File: config.mk
export PLATFORM = sky130hd
export DESIGN_NAME = kbd_input_port
export DESIGN_NICKNAME = d
export VERILOG_FILES = /design/src/rtl/kbd_port_pkg.sv /design/src/rtl/kbd_sync.sv /design/src/rtl/kbd_capture.sv /design/src/rtl/kbd_bus_decode.sv /design/src/rtl/kbd_input_port.sv
export SDC_FILE = /design/constraint.sdc
export NUM_CORES = 1
export LEC_CHECK = 0
export CAP_MARGIN = 20
export CORE_MARGIN = 5
export CORE_UTILIZATION = 32
export DETAILED_ROUTE_END_ITERATION = 12
export PLACE_DENSITY = 0.91
export SYNTH_ARGS = -nofsm -noshare
export SYNTH_HDL_FRONTEND = slang
export SYNTH_SLANG_ARGS = --single-unit
export TNS_END_PERCENT = 100
File: constraint.sdc
create_clock -name clk -period 2.6 [get_ports clk]
set_clock_uncertainty 0.2 [all_clocks]
set_input_delay 0.39 -clock clk [delete_from_list [all_inputs] [get_ports clk]]
set_output_delay 0.39 -clock clk [all_outputs]
set_load 0.05 [all_outputs]
File: src/rtl/kbd_port_pkg.sv
package kbd_port_pkg;

    localparam int ADDR_W = 32;

    // Register picked by the low address bit
    typedef enum logic {
        SEL_STATUS = 1'b0,
        SEL_DATA   = 1'b1
    } reg_sel_e;

    // Decoded read selects
    typedef struct packed {
        logic rd_data;
        logic rd_stat;
    } rd_sel_t;

    // Word match on every address bit above bit 0
    function automatic logic addr_hit(input logic [ADDR_W-1:0] a,
                                      input logic [ADDR_W-1:0] base);
        return a[ADDR_W-1:1] == base[ADDR_W-1:1];
    endfunction

    function automatic reg_sel_e reg_of(input logic [ADDR_W-1:0] a);
        return reg_sel_e'(a[0]);
    endfunction

endpackage

File: src/rtl/kbd_sync.sv
module kbd_sync #(
    parameter int WIDTH  = 1,
    parameter int STAGES = 2
) (
    input  logic             clk,
    input  logic             rst,
    input  logic [WIDTH-1:0] d,
    output logic [WIDTH-1:0] q
);
    logic [STAGES-1:0][WIDTH-1:0] stg;

    generate
        if (STAGES == 1) begin : g_single
            always_ff @(posedge clk) begin
                if (rst) stg <= '0;
                else     stg <= d;
            end
        end else begin : g_chain
            always_ff @(posedge clk) begin
                if (rst) stg <= '0;
                else     stg <= {stg[STAGES-2:0], d};
            end
        end
    endgenerate

    assign q = stg[STAGES-1];
endmodule

File: src/rtl/kbd_capture.sv
module kbd_capture #(
    parameter int CODE_W = 8
) (
    input  logic              clk,
    input  logic              rst,
    input  logic              strobe_s,
    input  logic [CODE_W-1:0] code_i,
    input  logic              clr_i,
    output logic [CODE_W-1:0] data_o,
    output logic              sin_o
);
    logic              strobe_d;
    logic              rise;
    logic [CODE_W-1:0] data_q;
    logic              sin_q;

    assign rise = strobe_s & ~strobe_d;

    // A new character wins over a clear in the same cycle
    always_ff @(posedge clk) begin
        if (rst) begin
            strobe_d <= 1'b0;
            data_q   <= '0;
            sin_q    <= 1'b0;
        end else begin
            strobe_d <= strobe_s;
            if (rise) begin
                data_q <= code_i;
                sin_q  <= 1'b1;
            end else if (clr_i) begin
                sin_q  <= 1'b0;
            end
        end
    end

    assign data_o = data_q;
    assign sin_o  = sin_q;

    // a rising strobe loads the code and leaves the flag set
    a_r2_rise_loads: assert property (@(posedge clk) disable iff (rst)
        rise |=> (sin_q && data_q == $past(code_i)));

    // the register changes only after an edge
    a_r10_load_on_edge_only: assert property (@(posedge clk) disable iff (rst)
        (data_q != $past(data_q)) |-> $past(rise));

    // the flag drops only on a completed data read
    a_r5_clear_cause: assert property (@(posedge clk) disable iff (rst)
        $fell(sin_q) |-> ($past(clr_i) && !$past(rise)));
endmodule

File: src/rtl/kbd_bus_decode.sv
module kbd_bus_decode
    import kbd_port_pkg::*;
#(
    parameter int              CODE_W    = 8,
    parameter int              DATA_W    = 32,
    parameter logic [ADDR_W-1:0] BASE_ADDR = 32'h4000_0010
) (
    input  logic              clk,
    input  logic              rst,
    input  logic [ADDR_W-1:0] addr_i,
    input  logic              rd_i,
    input  logic              mrdy_s,
    input  logic [CODE_W-1:0] data_i,
    input  logic              sin_i,
    output logic              srdy_o,
    output logic              oe_o,
    output logic [DATA_W-1:0] rdata_o,
    output logic              clr_o
);
    rd_sel_t sel;
    logic    hit;
    logic    pend;

    assign hit         = addr_hit(addr_i, BASE_ADDR) & rd_i & mrdy_s;
    assign sel.rd_data = hit & (reg_of(addr_i) == SEL_DATA);
    assign sel.rd_stat = hit & (reg_of(addr_i) == SEL_STATUS);

    assign srdy_o = sel.rd_data | sel.rd_stat;
    assign oe_o   = srdy_o;

    always_comb begin
        rdata_o = '0;
        if (sel.rd_data)      rdata_o[CODE_W-1:0] = data_i;
        else if (sel.rd_stat) rdata_o[0]          = sin_i;
    end

    // Remember an answered data read until master-ready drops
    always_ff @(posedge clk) begin
        if (rst)              pend <= 1'b0;
        else if (sel.rd_data) pend <= 1'b1;
        else if (!mrdy_s)     pend <= 1'b0;
    end

    assign clr_o = pend & ~mrdy_s;

    // the two selects never overlap
    a_r7_single_select: assert property (@(posedge clk) disable iff (rst)
        $onehot0({sel.rd_data, sel.rd_stat}));

    // no answer to a write
    a_r8_no_srdy_on_write: assert property (@(posedge clk) disable iff (rst)
        srdy_o |-> rd_i);

    // unused status bits stay zero
    a_r3_status_upper_zero: assert property (@(posedge clk) disable iff (rst)
        sel.rd_stat |-> (rdata_o[DATA_W-1:1] == '0));

    // a clear follows an answered data read
    a_r5_clear_after_read: assert property (@(posedge clk) disable iff (rst)
        clr_o |-> $past(sel.rd_data || pend));
endmodule

File: src/rtl/kbd_input_port.sv
module kbd_input_port
    import kbd_port_pkg::*;
#(
    parameter int                CODE_W      = 8,
    parameter int                DATA_W      = 32,
    parameter int                SYNC_STAGES = 2,
    parameter logic [ADDR_W-1:0] BASE_ADDR   = 32'h4000_0010
) (
    input  logic              clk,
    input  logic              rst,
    input  logic [CODE_W-1:0] key_code,
    input  logic              key_valid,
    input  logic [ADDR_W-1:0] bus_addr,
    input  logic              bus_rd,
    input  logic              bus_mrdy,
    output logic              bus_srdy,
    output logic              bus_oe,
    output logic [DATA_W-1:0] bus_rdata
);
    localparam int N_SYNC = 2;

    logic [N_SYNC-1:0] async_in;
    logic [N_SYNC-1:0] synced;
    logic              valid_s;
    logic              mrdy_s;
    logic [CODE_W-1:0] data_q;
    logic              sin_q;
    logic              clr;

    assign async_in = {bus_mrdy, key_valid};
    assign valid_s  = synced[0];
    assign mrdy_s   = synced[1];

    kbd_sync #(.WIDTH(N_SYNC), .STAGES(SYNC_STAGES)) u_sync (
        .clk (clk),
        .rst (rst),
        .d   (async_in),
        .q   (synced)
    );

    kbd_capture #(.CODE_W(CODE_W)) u_capture (
        .clk      (clk),
        .rst      (rst),
        .strobe_s (valid_s),
        .code_i   (key_code),
        .clr_i    (clr),
        .data_o   (data_q),
        .sin_o    (sin_q)
    );

    kbd_bus_decode #(
        .CODE_W    (CODE_W),
        .DATA_W    (DATA_W),
        .BASE_ADDR (BASE_ADDR)
    ) u_decode (
        .clk     (clk),
        .rst     (rst),
        .addr_i  (bus_addr),
        .rd_i    (bus_rd),
        .mrdy_s  (mrdy_s),
        .data_i  (data_q),
        .sin_i   (sin_q),
        .srdy_o  (bus_srdy),
        .oe_o    (bus_oe),
        .rdata_o (bus_rdata),
        .clr_o   (clr)
    );

    // a disabled bus carries zeros
    a_r7_idle_zero: assert property (@(posedge clk) disable iff (rst)
        !bus_oe |-> (bus_rdata == '0));

    // answers only while master-ready is held
    a_r7_srdy_needs_mrdy: assert property (@(posedge clk) disable iff (rst)
        bus_srdy |-> mrdy_s);
endmodule

==> metrics.md, run 1 <==
| Metric | Value |
|---|---|
| Leakage power | 0.000687 uW |
| Syn_area_per_cell | 7.97 um^2 |
| P_sw | 176 uW |
| Pre-antenna DRT Iters | 4 |
| Ports | 79 |
| Peak Freq | 391 MHz |
| Number of flops mapped to enable cells by yosys | 0 |
| Hold_buf cts | 0 |
| Switching Share | 0.328 |
| Via count | 814 |
| Main synth FF type | dfxtp_1 |
| Pwr/cell area | 345 nW/um^2 |
| CP Launch Type | input pin |
| Crit Path Class | input pin to output port |
| Status | finished, final reports clean |
| Max Transition Viols Final | 0 |
| Reg power frac | 0.450 |
| Filler instances | 210 |
| Worst Setup SP | bus_addr[16] |
| Count of yosys warnings during synthesis | 0 |
| CTS tree | yes |
| Die H | 61.1 um |
| Worst slew margin | 0.643 |
| First-pass GRT wire length | 3610 um |
| Mapped cell area | 837 um^2 |
| Comb power frac | 0.308 |
| Top cells by count, synth | buf_4, nand2_1, dfxtp_1 |
| Reg2reg start | u_sync.q[1]$_SDFF_PP0_ |
| Num CTS Buffers | 3 |
| Least-Margin Pin Slew | 534 ps |
| Detail Route Antenna Nets | 0 |
| Top post-synthesis cells by area | dfxtp_1, buf_4, nand2_1 |
| Bufs on Longest Clock Path | 2 |
| Worst Hold Class | flop to flop |
| N_diodes | 0 |
| CTS Sinks | 15 |
| DIE WIDTH | 61.1 um |
| Gr usage total | 0.132 |
| Vias per cell | 4.26 |
| R2R Setup Slk | 790 ps |
| Worst reg2reg endpoint | u_decode.pend$_SDFFE_PP0P_ |
| Starting DRT DRC Count | 11 |
| Synth area leader | dfxtp_1 |
| Initial Utilization | 0.335 |
| CTS Root Cell | clkbuf_4 |
| Setup crit end kind | output port |
| Ratio of cells with drive above 1 in the final layout | 0.205 |
| Sequential fraction of the synthesis area | 0.359 |
| Final min period | 2550 ps |
| Reg2reg path depth | 5 |
| Crit path required time | 2010 ps |
| Post-synthesis cell count | 105 |
| Post-layout net count | 207 |
| Routed WL per cell | 13.5 um |
| Area grow syn2layout | 85.7% |
| Hold Worst Slack | 250 ps |
| GRT overflow | 0 |
| Final Non-Filler Cells | 191 |
| Hold violation count in the final report | 0 |
| Clock slew at reported path FFs | 80 ps |
| Final worst-path cycle share | 0.983 |
| Area of the multi-input gates | 507 um^2 |
| CTS H-tree depth | 1 |
| Post-synth ARST share | 0 |
| CP Data Arrival Time | 1960 ps |
| Most common cell in the synthesized netlist | buf_4 |
| Critical path fanouts, max | 7 |
| Max-cap violations | 0 |
| Number of global-route vias before repair | 875 |
| Placed cells | 186 |
| Register area | 300 um^2 |
| Drt total wl | 2580 um |
| Full die area | 3740 um^2 |
| Internal power component | 360 uW |
| Final Wtd Congestion | 0.688 |
| Largest net degree at the start of global routing | 16 |
| Initial antenna violation count | 0 |
| Post-synth top area share | 0.359 |
| Final Power | 536 uW |
| Residual DRC | 0 |
| Seq cells post-synth | 15 |
| Core footprint | 2500 um^2 |
| Peak VDD IR | 0.295 mV |
| Worst skew pair latency | 280 ps |
| Row count | 18 |
| Critical Path End | bus_rdata[7] |
| Yosys cell types | 22 |
| I/O Buffers | 54 |
| Clock power share | 0.242 |
| DP Wirelength | 2090 um |
| # setup viols final | 0 |
-- cells in the final DEF, fill, tap and decap left out --
cell type | netlist | layout
clkdlybuf4s50_1 | 0 | 30
buf_4 | 25 | 2
buf_6 | 0 | 1
nand2b_1 | 1 | 1
nor4_1 | 5 | 2
nor3_4 | 0 | 1
a21oi_1 | 10 | 10
nor4_4 | 0 | 1
or4_1 | 1 | 1
or2_4 | 0 | 1
dlygate4sd2_1 | 0 | 7
nor2_4 | 0 | 1
or3b_4 | 0 | 1
dfxtp_1 | 15 | 15
nor2b_1 | 6 | 6
o21ai_0 | 1 | 1
clkbuf_1 | 3 | 1
nor4b_2 | 0 | 1
mux2i_1 | 1 | 1
nor2_1 | 2 | 1
inv_1 | 2 | 2
dlymetal6s2s_1 | 0 | 7
and2_4 | 0 | 7
clkbuf_4 | 0 | 3
nor4_2 | 1 | 3
buf_12 | 0 | 10
nor4bb_4 | 0 | 1
nand2_1 | 17 | 17
conb_1 | 1 | 24
nand4_1 | 2 | 2
-- cell type report --
| class | count | share of cell area |
|---|---|---|
| inverters | 2 | 0.00483 |
| multi-input cells | 83 | 0.326 |
| flip-flops and latches | 15 | 0.193 |
| well taps | 30 | 0.0242 |
| clock buffers | 4 | 0.0169 |
| repair buffers | 57 | 0.435 |
-- what timing repair did --
action,CTS,global route
setup endpoints to repair,10,10
buffers inserted,0,1
resized for setup,21,12
pin swaps,7,9
-- per-layer routing --
metal	global-route usage	part of all wire
met1	0.114	0.28
met2	0.249	0.56
met3	0.0650	0.15
met4	0.0619	0.0066
met5	0	0
-- worst max-delay path, stage by stage --
cell	delay (ps)
dlygate4sd2_1	240
nor4_2	300
nand4_1	260
nor4_4	330
buf_6	160
and2_4	150
buf_12	130
-- power groups by stage --
stage	clock (uW)	sequential (uW)	combinational, uW
finish	130	241	165
global route	143	243	174
CTS	136	241	162
floorplan	0	246	121
global placement	0	246	160
detailed placement	0	247	162
-- worst min-delay path by stage --
stage                        startpoint                     end  slack [ps]  cells past startpoint
3_5_place_dp   u_sync.stg[1]$_SDFF_PP0_  u_sync.q[1]$_SDFF_PP0_         240                      1
2_1_floorplan  u_sync.stg[0]$_SDFF_PP0_  u_sync.q[0]$_SDFF_PP0_         210                      1
4_1_cts        u_sync.stg[1]$_SDFF_PP0_  u_sync.q[1]$_SDFF_PP0_         260                      1
5_1_grt        u_sync.stg[0]$_SDFF_PP0_  u_sync.q[0]$_SDFF_PP0_         270                      1
3_3_place_gp   u_sync.stg[0]$_SDFF_PP0_  u_sync.q[0]$_SDFF_PP0_         220                      1
6_report       u_sync.stg[1]$_SDFF_PP0_  u_sync.q[1]$_SDFF_PP0_         250                      1
-- stage by stage --
stage	setup TNS, ps	util	worst slack, ps	area [um^2]
final	0	0.622	45.0	1550
after global routing	-431	0.622	-65.4	1550
after CTS	0	0.598	0.923	1500
after detailed placement	-1440	0.570	-167	1430
after global placement	-683	0.570	-78.5	1430
after floorplan	0	-	66.5	931
-- kinds of logic (layout without fill, tap and decap cells) --
family / after synthesis / after routing / synth area share
compound gates: 11 / 11 / 0.0658
simple gates: 47 / 47 / 0.312
flops: 15 / 15 / 0.359
mux: 1 / 1 / 0.0120
buf+inv: 30 / 63 / 0.247
other cells: 1 / 24 / 0.00448
-- state kept, by name (all words and copies together) (netlist names) --
signal,flops
u_sync.q,2
u_capture.strobe_d,1
u_decode.pend,1
u_sync.stg,2
u_capture.sin_o,1
u_capture.data_o,8
(Power assumes the default switching activity.)
==> inputs of run 2 (changes only) <==
--- a/config.mk
+++ b/config.mk
@@ -10,6 +10,7 @@
 export CORE_UTILIZATION = 32
 export DETAILED_ROUTE_END_ITERATION = 12
 export PLACE_DENSITY = 0.91
+export SETUP_SLACK_MARGIN = 0.5
 export SYNTH_ARGS = -nofsm -noshare
 export SYNTH_HDL_FRONTEND = slang
 export SYNTH_SLANG_ARGS = --single-unit
==> run 2 against run 1 <==
- count of clock-buffer cells in the layout decreased by 1
- fmax is 11% higher
- critical path type unchanged
- utilization shrank 1.5 points
- cell area shrank 2.3%
- combinational power is 2% lower
- highest routed layer unchanged
- largest cell class unchanged
==> metrics.md, run 2 (synthesis results as in run 1) <==
| Metric | Value |
|---|---|
| Status | finished, final reports clean |
| Reg power frac | 0.453 |
| RSZ-0062 raised after global routing | yes |
| Clock power share | 0.244 |
| Finished Core Util | 0.607 |
| Comb power frac | 0.303 |
| Full die area | 3740 um^2 |
| Max-cap violations | 0 |
| Post-layout net count | 206 |
| Worst skew pair latency | 280 ps |
| DIE WIDTH | 61.1 um |
| Critical path fanouts, max | 7 |
| GRT busiest layer | met2 |
| Filler instances | 221 |
| Reg2reg path depth | 5 |
| Setup TNS | 0 ps |
| # setup viols final | 0 |
| Residual DRC | 0 |
| Ports | 79 |
| Gr usage total | 0.119 |
| Bufs on Longest Clock Path | 2 |
| GRT overflow | 0 |
| Final min period | 2300 ps |
| Critical Path End | bus_rdata[6] |
| Number of setup buffers added after CTS | 0 |
| Final Worst Setup Slack | 301 ps |
| Pwr/cell area | 351 nW/um^2 |
| CP Launch Type | input pin |
| CTS tree | yes |
| Core footprint | 2500 um^2 |
| Internal power component | 349 uW |
| Vias per cell | 4.24 |
| Max reg flops | 8 |
| Worst reg2reg endpoint | u_decode.pend$_SDFFE_PP0P_ |
| Peak VDD IR | 0.220 mV |
| Num CTS Buffers | 3 |
| Final worst-path cycle share | 0.884 |
| Post-Place Setup Slack | -109 ps |
| Drt total wl | 2330 um |
| Hold depth | 1 |
| Area grow syn2layout | 81.3% |
| I/O Buffers | 54 |
| First-pass GRT wire length | 3190 um |
| Worst Hold Class | flop to flop |
| Max Transition Viols Final | 0 |
| Crit-path slowest cell | nor4_2 |
| Leakage power | 0.000638 uW |
| Crit Path Class | input pin to output port |
| Clock slew at reported path FFs | 80 ps |
| Met3 usage | 0.0294 |
| DP Wirelength | 2000 um |
| Met2 Use GR | 0.237 |
| Ratio of cells with drive above 1 in the final layout | 0.344 |
| Crit path required time | 2010 ps |
| Initial Utilization | 0.335 |
| Pre-antenna DRT Iters | 2 |
| R2R Setup Slk | 840 ps |
| N_diodes | 0 |
| Initial antenna violation count | 0 |
| Max incr delay on CP | 270 ps |
| Routed WL per cell | 12.2 um |
| CP Data Arrival Time | 1710 ps |
| Row count | 18 |
| Final instance area | 1520 um^2 |
| Final Wtd Congestion | 0.713 |
| Die H | 61.1 um |
| CTS Root Cell | clkbuf_4 |
| Least-Margin Pin Slew | 565 ps |
| Largest net degree at the start of global routing | 16 |
| Number of global-route vias before repair | 780 |
| Starting DRT DRC Count | 16 |
| Detail Route Antenna Nets | 0 |
| Reg2reg start | u_sync.q[1]$_SDFF_PP0_ |
| Most frequent cells in the layout | conb_1, nand2_1, dfxtp_1, buf_2, clkdlybuf4s50_1 |
| Worst slew margin | 0.623 |
| Final Power | 533 uW |
| CTS Sinks | 15 |
| Peak Freq | 435 MHz |
| Worst Setup SP | bus_addr[16] |
| P_sw | 184 uW |
| Dpl cell area | 1530 um^2 |
| Most common library cell in the layout ignoring fill and taps | conb_1 |
| CTS H-tree depth | 1 |
| Hold violation count in the final report | 0 |
| GRT met1 Usage | 0.108 |
| Switching Share | 0.345 |
| Via count | 805 |
| Setup crit end kind | output port |
| Critical-path cell list | buf_6, nor4_2, nand4_1, nor4_4, buf_4, and2_4, buf_12 |
==> run 2: cell types whose count changed in the layout (fill, tap and decap cells not counted), sizes merged <==
cell and delta:
clkdlybuf4s50 -19, clkinv +1, dlygate4sd2 -1, dlymetal6s2s -7, clkdlybuf4s15 +9, buf +16
==> run 2: what timing repair did <==
action	in CTS	in global routing
hold endpoints to repair	0	0
setup endpoints to repair	10	10
hold buffers	0	0
pin swaps	18	2
resized for setup	93	5
==> run 2: layout make-up <==
class	count	area, um^2	share of cell area
timing repair buffer	56	589	0.388
multi-input combinational	83	554	0.365
sequential	15	302	0.199
tap	30	37.5	0.0247
clock buffer	3	22.5	0.0148
inverter	2	7.51	0.00495
clock inverter	1	5.00	0.00330
==> run 2: per-layer routing <==
| layer | part of all wire | vias up |
|---|---|---|
| met1 | 0.32 | 359 |
| met2 | 0.56 | 36 |
| met3 | 0.11 | 4 |
| met5 | 0 | - |
| met4 | 0.011 | 0 |
| li1 | - | 406 |
==> run 2: worst min path at each step <==
| stage | from | end | slack (ps) |
|---|---|---|---|
| 2_1_floorplan | u_sync.stg[0]$_SDFF_PP0_ | u_sync.q[0]$_SDFF_PP0_ | 210 |
| 3_3_place_gp | u_sync.stg[0]$_SDFF_PP0_ | u_sync.q[0]$_SDFF_PP0_ | 220 |
| 3_5_place_dp | u_sync.stg[1]$_SDFF_PP0_ | u_sync.q[1]$_SDFF_PP0_ | 220 |
| 4_1_cts | u_sync.stg[1]$_SDFF_PP0_ | u_sync.q[1]$_SDFF_PP0_ | 240 |
| 5_1_grt | u_sync.stg[1]$_SDFF_PP0_ | u_sync.q[1]$_SDFF_PP0_ | 270 |
| 6_report | u_sync.stg[1]$_SDFF_PP0_ | u_sync.q[1]$_SDFF_PP0_ | 240 |
==> run 2: through the flow <==
stage,instances,hold WS [ps]
finish,190,241
global route,190,266
CTS,190,244
detailed placement,186,224
global placement,186,223
floorplan,128,214
==> run 2: power by group through the flow <==
| stage | Combinational, uW | Sequential (uW) | Clock, uW |
|---|---|---|---|
| finish | 161 | 242 | 130 |
| global route | 170 | 243 | 151 |
| CTS | 158 | 241 | 135 |
| detailed placement | 172 | 247 | 0 |
| global placement | 170 | 246 | 0 |
| floorplan | 124 | 246 | 0 |
==> run 2: worst max-delay path: cells and delay by family <==
kind	cells	cell delay [ps]
buffers and inverters	3	410
and+or+nand+nor	4	910
